**config.mk**
```make
export PLATFORM = sky130hd
export DESIGN_NAME = crtc_raster_gen
export DESIGN_NICKNAME = d
export VERILOG_FILES = /design/src/rtl/crtc_pkg.sv /design/src/rtl/crtc_decode.sv /design/src/rtl/crtc_shadow.sv /design/src/rtl/crtc_counters.sv /design/src/rtl/crtc_strobes.sv /design/src/rtl/crtc_raster_gen.sv
export SDC_FILE = /design/constraint.sdc
export NUM_CORES = 1
export LEC_CHECK = 0
export CORE_UTILIZATION = 60
export DETAILED_ROUTE_END_ITERATION = 10
export PLACE_DENSITY_LB_ADDON = 0.05
export SYNTH_ARGS = -nofsm -noshare
export SYNTH_HDL_FRONTEND = slang
export SYNTH_HIERARCHICAL = 1
export SYNTH_SLANG_ARGS = --single-unit
export TNS_END_PERCENT = 5
```
**constraint.sdc**
```tcl
create_clock -name clk -period 9.85 [get_ports clk]
set_input_delay 0.985 -clock clk [delete_from_list [all_inputs] [get_ports clk]]
set_output_delay 0.985 -clock clk [all_outputs]
set_load 0.01 [all_outputs]
```
**src/rtl/crtc_pkg.sv**
```systemverilog
package crtc_pkg;
  localparam int REG_W        = 8;
  localparam int CHR_W        = 8;
  localparam int LN_W         = 11;
  localparam int H_TOTAL_BIAS = 5;
  localparam int V_TOTAL_BIAS = 2;
  localparam int VSYNC_GAP    = 8;
  localparam int VSYNC_LINES  = 2;

  typedef logic [REG_W-1:0] reg_t;
  typedef logic [CHR_W-1:0] chr_t;
  typedef logic [LN_W-1:0]  line_t;

  typedef struct packed {
    reg_t htotal;
    reg_t hde;
    reg_t hss;
    reg_t hse;
    reg_t vtotal;
    reg_t vde;
    reg_t ovf;
    reg_t ext;
  } crtc_regs_t;

  typedef struct packed {
    chr_t  h_last;
    chr_t  h_de_last;
    chr_t  h_ss;
    chr_t  h_se;
    line_t v_last;
    line_t v_disp;
    line_t vs_start;
    line_t vs_end;
  } timing_t;
endpackage

```
**src/rtl/crtc_decode.sv**
```systemverilog
module crtc_decode
  import crtc_pkg::*;
(
  input  crtc_regs_t regs,
  output timing_t    tm
);
  reg_t  hsum;
  chr_t  hchars;
  line_t vt_raw;
  line_t vde_raw;
  logic  unused_bits;

  // Horizontal total: biased low bits plus the two extension bits on top.
  assign hsum    = regs.htotal + reg_t'(H_TOTAL_BIAS);
  assign hchars  = {regs.ext[5:4], hsum[5:0]};
  // Vertical values gathered from the overflow register.
  assign vt_raw  = line_t'({regs.ovf[5], regs.ovf[0], regs.vtotal});
  assign vde_raw = line_t'({regs.ovf[6], regs.ovf[1], regs.vde});

  always_comb begin
    tm.h_last    = (hchars == '0) ? '0 : hchars - chr_t'(1);
    tm.h_de_last = regs.hde;
    tm.h_ss      = regs.hss - chr_t'(1);
    tm.h_se      = regs.hse - chr_t'(1);
    tm.v_last    = vt_raw + line_t'(V_TOTAL_BIAS - 1);
    tm.v_disp    = vde_raw + line_t'(1);
    tm.vs_start  = vde_raw + line_t'(VSYNC_GAP);
    tm.vs_end    = vde_raw + line_t'(VSYNC_GAP + VSYNC_LINES);
  end

  assign unused_bits = ^{regs.ext[7:6], regs.ext[3:0], regs.ovf[7],
                         regs.ovf[4:2], hsum[7:6]};
endmodule

```
**src/rtl/crtc_shadow.sv**
```systemverilog
module crtc_shadow
  import crtc_pkg::*;
(
  input  logic    clk,
  input  logic    rst,
  input  logic    load,
  input  timing_t d,
  output timing_t q
);
  always_ff @(posedge clk) begin
    if (rst || load) q <= d;
  end
endmodule

```
**src/rtl/crtc_counters.sv**
```systemverilog
module crtc_counters
  import crtc_pkg::*;
#(
  parameter int CHAR_PIX = 8
) (
  input  logic    clk,
  input  logic    rst,
  input  timing_t tm,
  output logic    pix_first,
  output chr_t    chr,
  output line_t   line,
  output logic    frame_end
);
  logic pix_last;
  logic chr_end;

  generate
    if (CHAR_PIX > 1) begin : g_pix
      localparam int PIX_W = $clog2(CHAR_PIX);
      logic [PIX_W-1:0] pix;
      always_ff @(posedge clk) begin
        if (rst)           pix <= '0;
        else if (pix_last) pix <= '0;
        else               pix <= pix + PIX_W'(1);
      end
      assign pix_last  = (pix == PIX_W'(CHAR_PIX - 1));
      assign pix_first = (pix == '0);
    end else begin : g_nopix
      assign pix_last  = 1'b1;
      assign pix_first = 1'b1;
    end
  endgenerate

  assign chr_end   = pix_last && (chr == tm.h_last);
  assign frame_end = chr_end && (line == tm.v_last);

  always_ff @(posedge clk) begin
    if (rst) begin
      chr  <= '0;
      line <= '0;
    end else if (pix_last) begin
      if (chr == tm.h_last) begin
        chr  <= '0;
        line <= (line == tm.v_last) ? '0 : line + line_t'(1);
      end else begin
        chr <= chr + chr_t'(1);
      end
    end
  end
endmodule

```
**src/rtl/crtc_strobes.sv**
```systemverilog
module crtc_strobes
  import crtc_pkg::*;
(
  input  logic    clk,
  input  logic    rst,
  input  timing_t tm,
  input  logic    pix_first,
  input  chr_t    chr,
  input  line_t   line,
  output logic    hsync,
  output logic    vsync,
  output logic    disp_en,
  output logic    line_start,
  output logic    frame_start
);
  logic at_line_head;
  assign at_line_head = pix_first && (chr == '0);

  always_ff @(posedge clk) begin
    if (rst) begin
      hsync       <= 1'b0;
      vsync       <= 1'b0;
      disp_en     <= 1'b0;
      line_start  <= 1'b0;
      frame_start <= 1'b0;
    end else begin
      hsync       <= (chr >= tm.h_ss) && (chr < tm.h_se);
      vsync       <= (line >= tm.vs_start) && (line < tm.vs_end);
      disp_en     <= (chr <= tm.h_de_last) && (line < tm.v_disp);
      line_start  <= at_line_head;
      frame_start <= at_line_head && (line == '0);
    end
  end
endmodule

```
**src/rtl/crtc_raster_gen.sv**
```systemverilog
module crtc_raster_gen
  import crtc_pkg::*;
#(
  parameter int CHAR_PIX = 8
) (
  input  logic       clk,
  input  logic       rst,
  input  logic [7:0] cfg_htotal,
  input  logic [7:0] cfg_hde,
  input  logic [7:0] cfg_hss,
  input  logic [7:0] cfg_hse,
  input  logic [7:0] cfg_vtotal,
  input  logic [7:0] cfg_vde,
  input  logic [7:0] cfg_ovf,
  input  logic [7:0] cfg_ext,
  output logic       hsync,
  output logic       vsync,
  output logic       disp_en,
  output logic       line_start,
  output logic       frame_start
);
  crtc_regs_t live_regs;
  timing_t    live_tm;
  timing_t    act_tm;
  logic       pix_first;
  chr_t       chr;
  line_t      line;
  logic       frame_end;

  assign live_regs = '{htotal: cfg_htotal, hde: cfg_hde, hss: cfg_hss,
                       hse: cfg_hse, vtotal: cfg_vtotal, vde: cfg_vde,
                       ovf: cfg_ovf, ext: cfg_ext};

  crtc_decode u_decode (
    .regs (live_regs),
    .tm   (live_tm)
  );

  crtc_shadow u_shadow (
    .clk  (clk),
    .rst  (rst),
    .load (frame_end),
    .d    (live_tm),
    .q    (act_tm)
  );

  crtc_counters #(.CHAR_PIX(CHAR_PIX)) u_counters (
    .clk       (clk),
    .rst       (rst),
    .tm        (act_tm),
    .pix_first (pix_first),
    .chr       (chr),
    .line      (line),
    .frame_end (frame_end)
  );

  crtc_strobes u_strobes (
    .clk         (clk),
    .rst         (rst),
    .tm          (act_tm),
    .pix_first   (pix_first),
    .chr         (chr),
    .line        (line),
    .hsync       (hsync),
    .vsync       (vsync),
    .disp_en     (disp_en),
    .line_start  (line_start),
    .frame_start (frame_start)
  );
endmodule

```
==> results_dict.tcl <==
set metrics [dict create \
    cts_max_level 3 \
    synthesis.nets 729 \
    cpMaxStageDelayCell "buf_4" \
    r2r_end "u_shadow/q[54]" \
    cts_resized 0 \
    max_freq_mhz 308 \
    die_w_microns 104 \
    drt-initial-drc-count 211 \
    grt_util_all_layers 0.236 \
    synth_cell_types 61 \
    hold_path.class "reg2reg" \
    max_stage_delay_ps 660 \
    synth-async-reset-ratio 0 \
    fin_worst_skew_ps 10.5 \
    post-route-period-util 0.330 \
    drt.antenna.violating_nets 0 \
    final_common_cell "edfxtp_1" \
    synth_cells 595 \
    io_buffers 58 \
    root_buffer "clkbuf_8" \
    via_per_inst 5.71 \
    antenna_found_initial 0 \
    cts_buffers 9 \
    hold_buffers 0 \
    totalPowerFinal_w 0.000949 \
    syn2layout_area_growth_pct 12.6 \
    fp.coreArea_sq_um 9950 \
    worstRegToRegCells 6 \
    yosysSeqAreaShare 0.450 \
    r2r_start "u_counters/line[3]" \
    crit_path_end_kind "register" \
    fin_crit_ps 3250 \
    pwr-share-clk 0.260 \
    clkLatencyLatePin_ps 370 \
    critPathMaxFanout 57 \
    drt_first_pass_iters 5 \
    cts_buffer_depth 2 \
    fin_hold_ws_ps 476 \
    crit_type "reg2reg" \
    leakage_nw 3.01 \
    r2r_slack_ps 6600 \
    critPathLaunch "u_counters/line[3]" \
    finalSetupTns_ps 0 \
    synth_edf_count 76 \
    initial_core_util 0.631 \
    grt_start_max_net_pins 58 \
    syn_area_sq_um 6280 \
    hpwl_microns 9230 \
    rsz0062_at_grt "false" \
    syn_area_per_cell_sq_um 10.6 \
    layout_common_cells "edfxtp_1 (76), inv_1 (73), ha_1 (68), clkdlybuf4s50_1 (58), xor2_1 (47)" \
    ir_drop_mv 0.107 \
    synth-seq-cells 103 \
    post_cts.repair.setup_buffers 0 \
    remaining_drc_errors 0 \
    relSlewSlack 0.501 \
    die_y_microns 104 \
    crit_path_start_kind "register" \
    antennaDiodeCount 0 \
    place_congestion 0.800 \
    wire_per_inst_microns 15.9 \
    grt_pass1_wl_microns 20500 \
    core.rowCount 36 \
    cp.arrival_ps 3250 \
    status "finished clean" \
    cp_cell_sequence "xor2_1 -> nor4_1 -> nand3_1 -> nor2_1 -> or2_2 -> buf_4" \
    clkSinkCount 103 \
    drive_above_1_share 0.0497 \
    wl_microns 12400 \
    hold_viol_final 0 \
    grt_overflow 0 \
    io_pins 71 \
    seq_power_share 0.565 \
    required_ps 9850 \
    drv_cap 0 \
    cts_tree "built" \
    yosysWarnings 6 \
    tightest_slew_ps 748 \
    vias 4436 \
    synthFlopType "edfxtp_1" \
    swShare 0.282 \
    crit_end "u_shadow/q[54]" \
    cell_internal_pwr_w 0.000681 \
    die-area_sq_um 10900 \
    combPwrFrac 0.175 \
    grt_pass1_vias 4404 \
    power_switching_w 0.000268 \
    slew_viol_final 0 \
    nets 773 \
    clk_pin_slew_ps 100 \
    fillers 770 \
    powerDensity_nw_per_um2 134 \
    setup_viol 0 \
]
## layout make-up
| type | count | area, sq um | area share |
|---|---|---|---|
| inverter | 73 | 274 | 0.0388 |
| tap | 133 | 166 | 0.0235 |
| timing repair buffer | 60 | 596 | 0.0842 |
| sequential | 103 | 2820 | 0.399 |
| clock inverter | 7 | 56.3 | 0.00796 |
| clock buffer | 9 | 124 | 0.0175 |
| multi-input combinational | 392 | 3030 | 0.429 |
## kinds of logic after synthesis
logic type	after synthesis	share of synthesized area
AO/OA/AOI/OAI	83	0.0988
XOR/XNOR	66	0.0921
adder cells (fa/ha/maj)	68	0.136
buffers and inverters	100	0.0678
flip-flops	103	0.450
multiplexers	2	0.00339
AND/OR/NAND/NOR	173	0.153
## critical path: cells and delay by family (launching register included)
| family | cells | cell delay (ps) |
|---|---|---|
| simple gates | 4 | 1380 |
| xor+xnor | 1 | 150 |
| flops | 1 | 620 |
| buf+inv | 1 | 660 |
## flip-flops by register name, indices dropped and copies added (netlist names)
register	flops
u_strobes/line_start	1
u_strobes/hsync	1
u_shadow/q	76
u_strobes/frame_start	1
u_counters/line	11
u_counters/chr	8
u_counters/g_pix.pix	3
u_strobes/disp_en	1
u_strobes/vsync	1
## per-stage QoR
step	instances	setup WS (ps)	area (sq um)	utilization
2_1_floorplan	595	6330	6280	-
3_3_place_gp	761	6530	6890	0.692
3_5_place_dp	761	6510	6890	0.692
4_1_cts	777	6620	7070	0.710
5_1_grt	777	6430	7070	0.710
6_report	777	6600	7070	0.710
## layer usage
metal / vias up / GRT usage / part of all wire
met3: 20 / 0.0414 / 0.040
met2: 111 / 0.395 / 0.49
li1: 2216 / - / -
met4: 0 / 0.0786 / 0.016
met5: - / 0 / 0
met1: 2089 / 0.310 / 0.45
## cells in the mapped netlist (2+ instances only)
library cell | number | area share
xnor2_1 | 19 | 0.027
ha_1 | 68 | 0.14
and4_1 | 4 | 0.0056
or2_1 | 3 | 0.0030
a21oi_1 | 28 | 0.022
a31oi_1 | 5 | 0.0050
buf_4 | 13 | 0.016
a211oi_1 | 2 | 0.0024
nor3_1 | 15 | 0.012
edfxtp_1 | 76 | 0.36
nand4_1 | 14 | 0.014
nor4_2 | 2 | 0.0040
nand3_2 | 2 | 0.0032
nor2b_1 | 7 | 0.0070
a21o_1 | 5 | 0.0060
nand2_1 | 29 | 0.017
o31ai_1 | 3 | 0.0036
nand2b_1 | 9 | 0.0090
o211ai_1 | 3 | 0.0036
xor2_1 | 47 | 0.066
a2111oi_0 | 2 | 0.0028
o2111ai_1 | 2 | 0.0028
nand3_1 | 25 | 0.020
dfxtp_1 | 27 | 0.086
and3_1 | 12 | 0.012
inv_1 | 73 | 0.044
nand3b_1 | 3 | 0.0036
nor2_1 | 29 | 0.017
or3_1 | 3 | 0.0030
or4b_1 | 4 | 0.0064
clkbuf_1 | 12 | 0.0072
a32oi_1 | 4 | 0.0056
o21ai_0 | 8 | 0.0064
o41ai_1 | 4 | 0.0056
nor4_1 | 7 | 0.0070
## how the worst min path moves through the flow
stage	end	from	cells past startpoint	slack, ps
after floorplan	u_counters/g_pix.pix[0]	u_counters/g_pix.pix[0]	1	430
after global placement	u_counters/g_pix.pix[0]	u_counters/g_pix.pix[0]	1	450
after detailed placement	u_counters/g_pix.pix[0]	u_counters/g_pix.pix[0]	1	450
after CTS	u_counters/g_pix.pix[0]	u_counters/g_pix.pix[0]	1	470
after global routing	u_counters/g_pix.pix[0]	u_counters/g_pix.pix[0]	1	500
final	u_counters/g_pix.pix[0]	u_counters/g_pix.pix[0]	1	480
## power groups by stage
stage | Sequential (W) | Clock [W] | Combinational [W]
3_3_place_gp | 0.000545 | 0 | 0.000154
3_5_place_dp | 0.000546 | 0 | 0.000165
2_1_floorplan | 0.000534 | 0 | 0.000111
4_1_cts | 0.000536 | 0.000251 | 0.000166
5_1_grt | 0.000541 | 0.000270 | 0.000186
6_report | 0.000536 | 0.000247 | 0.000166
Power figures use the tool's default switching activity.
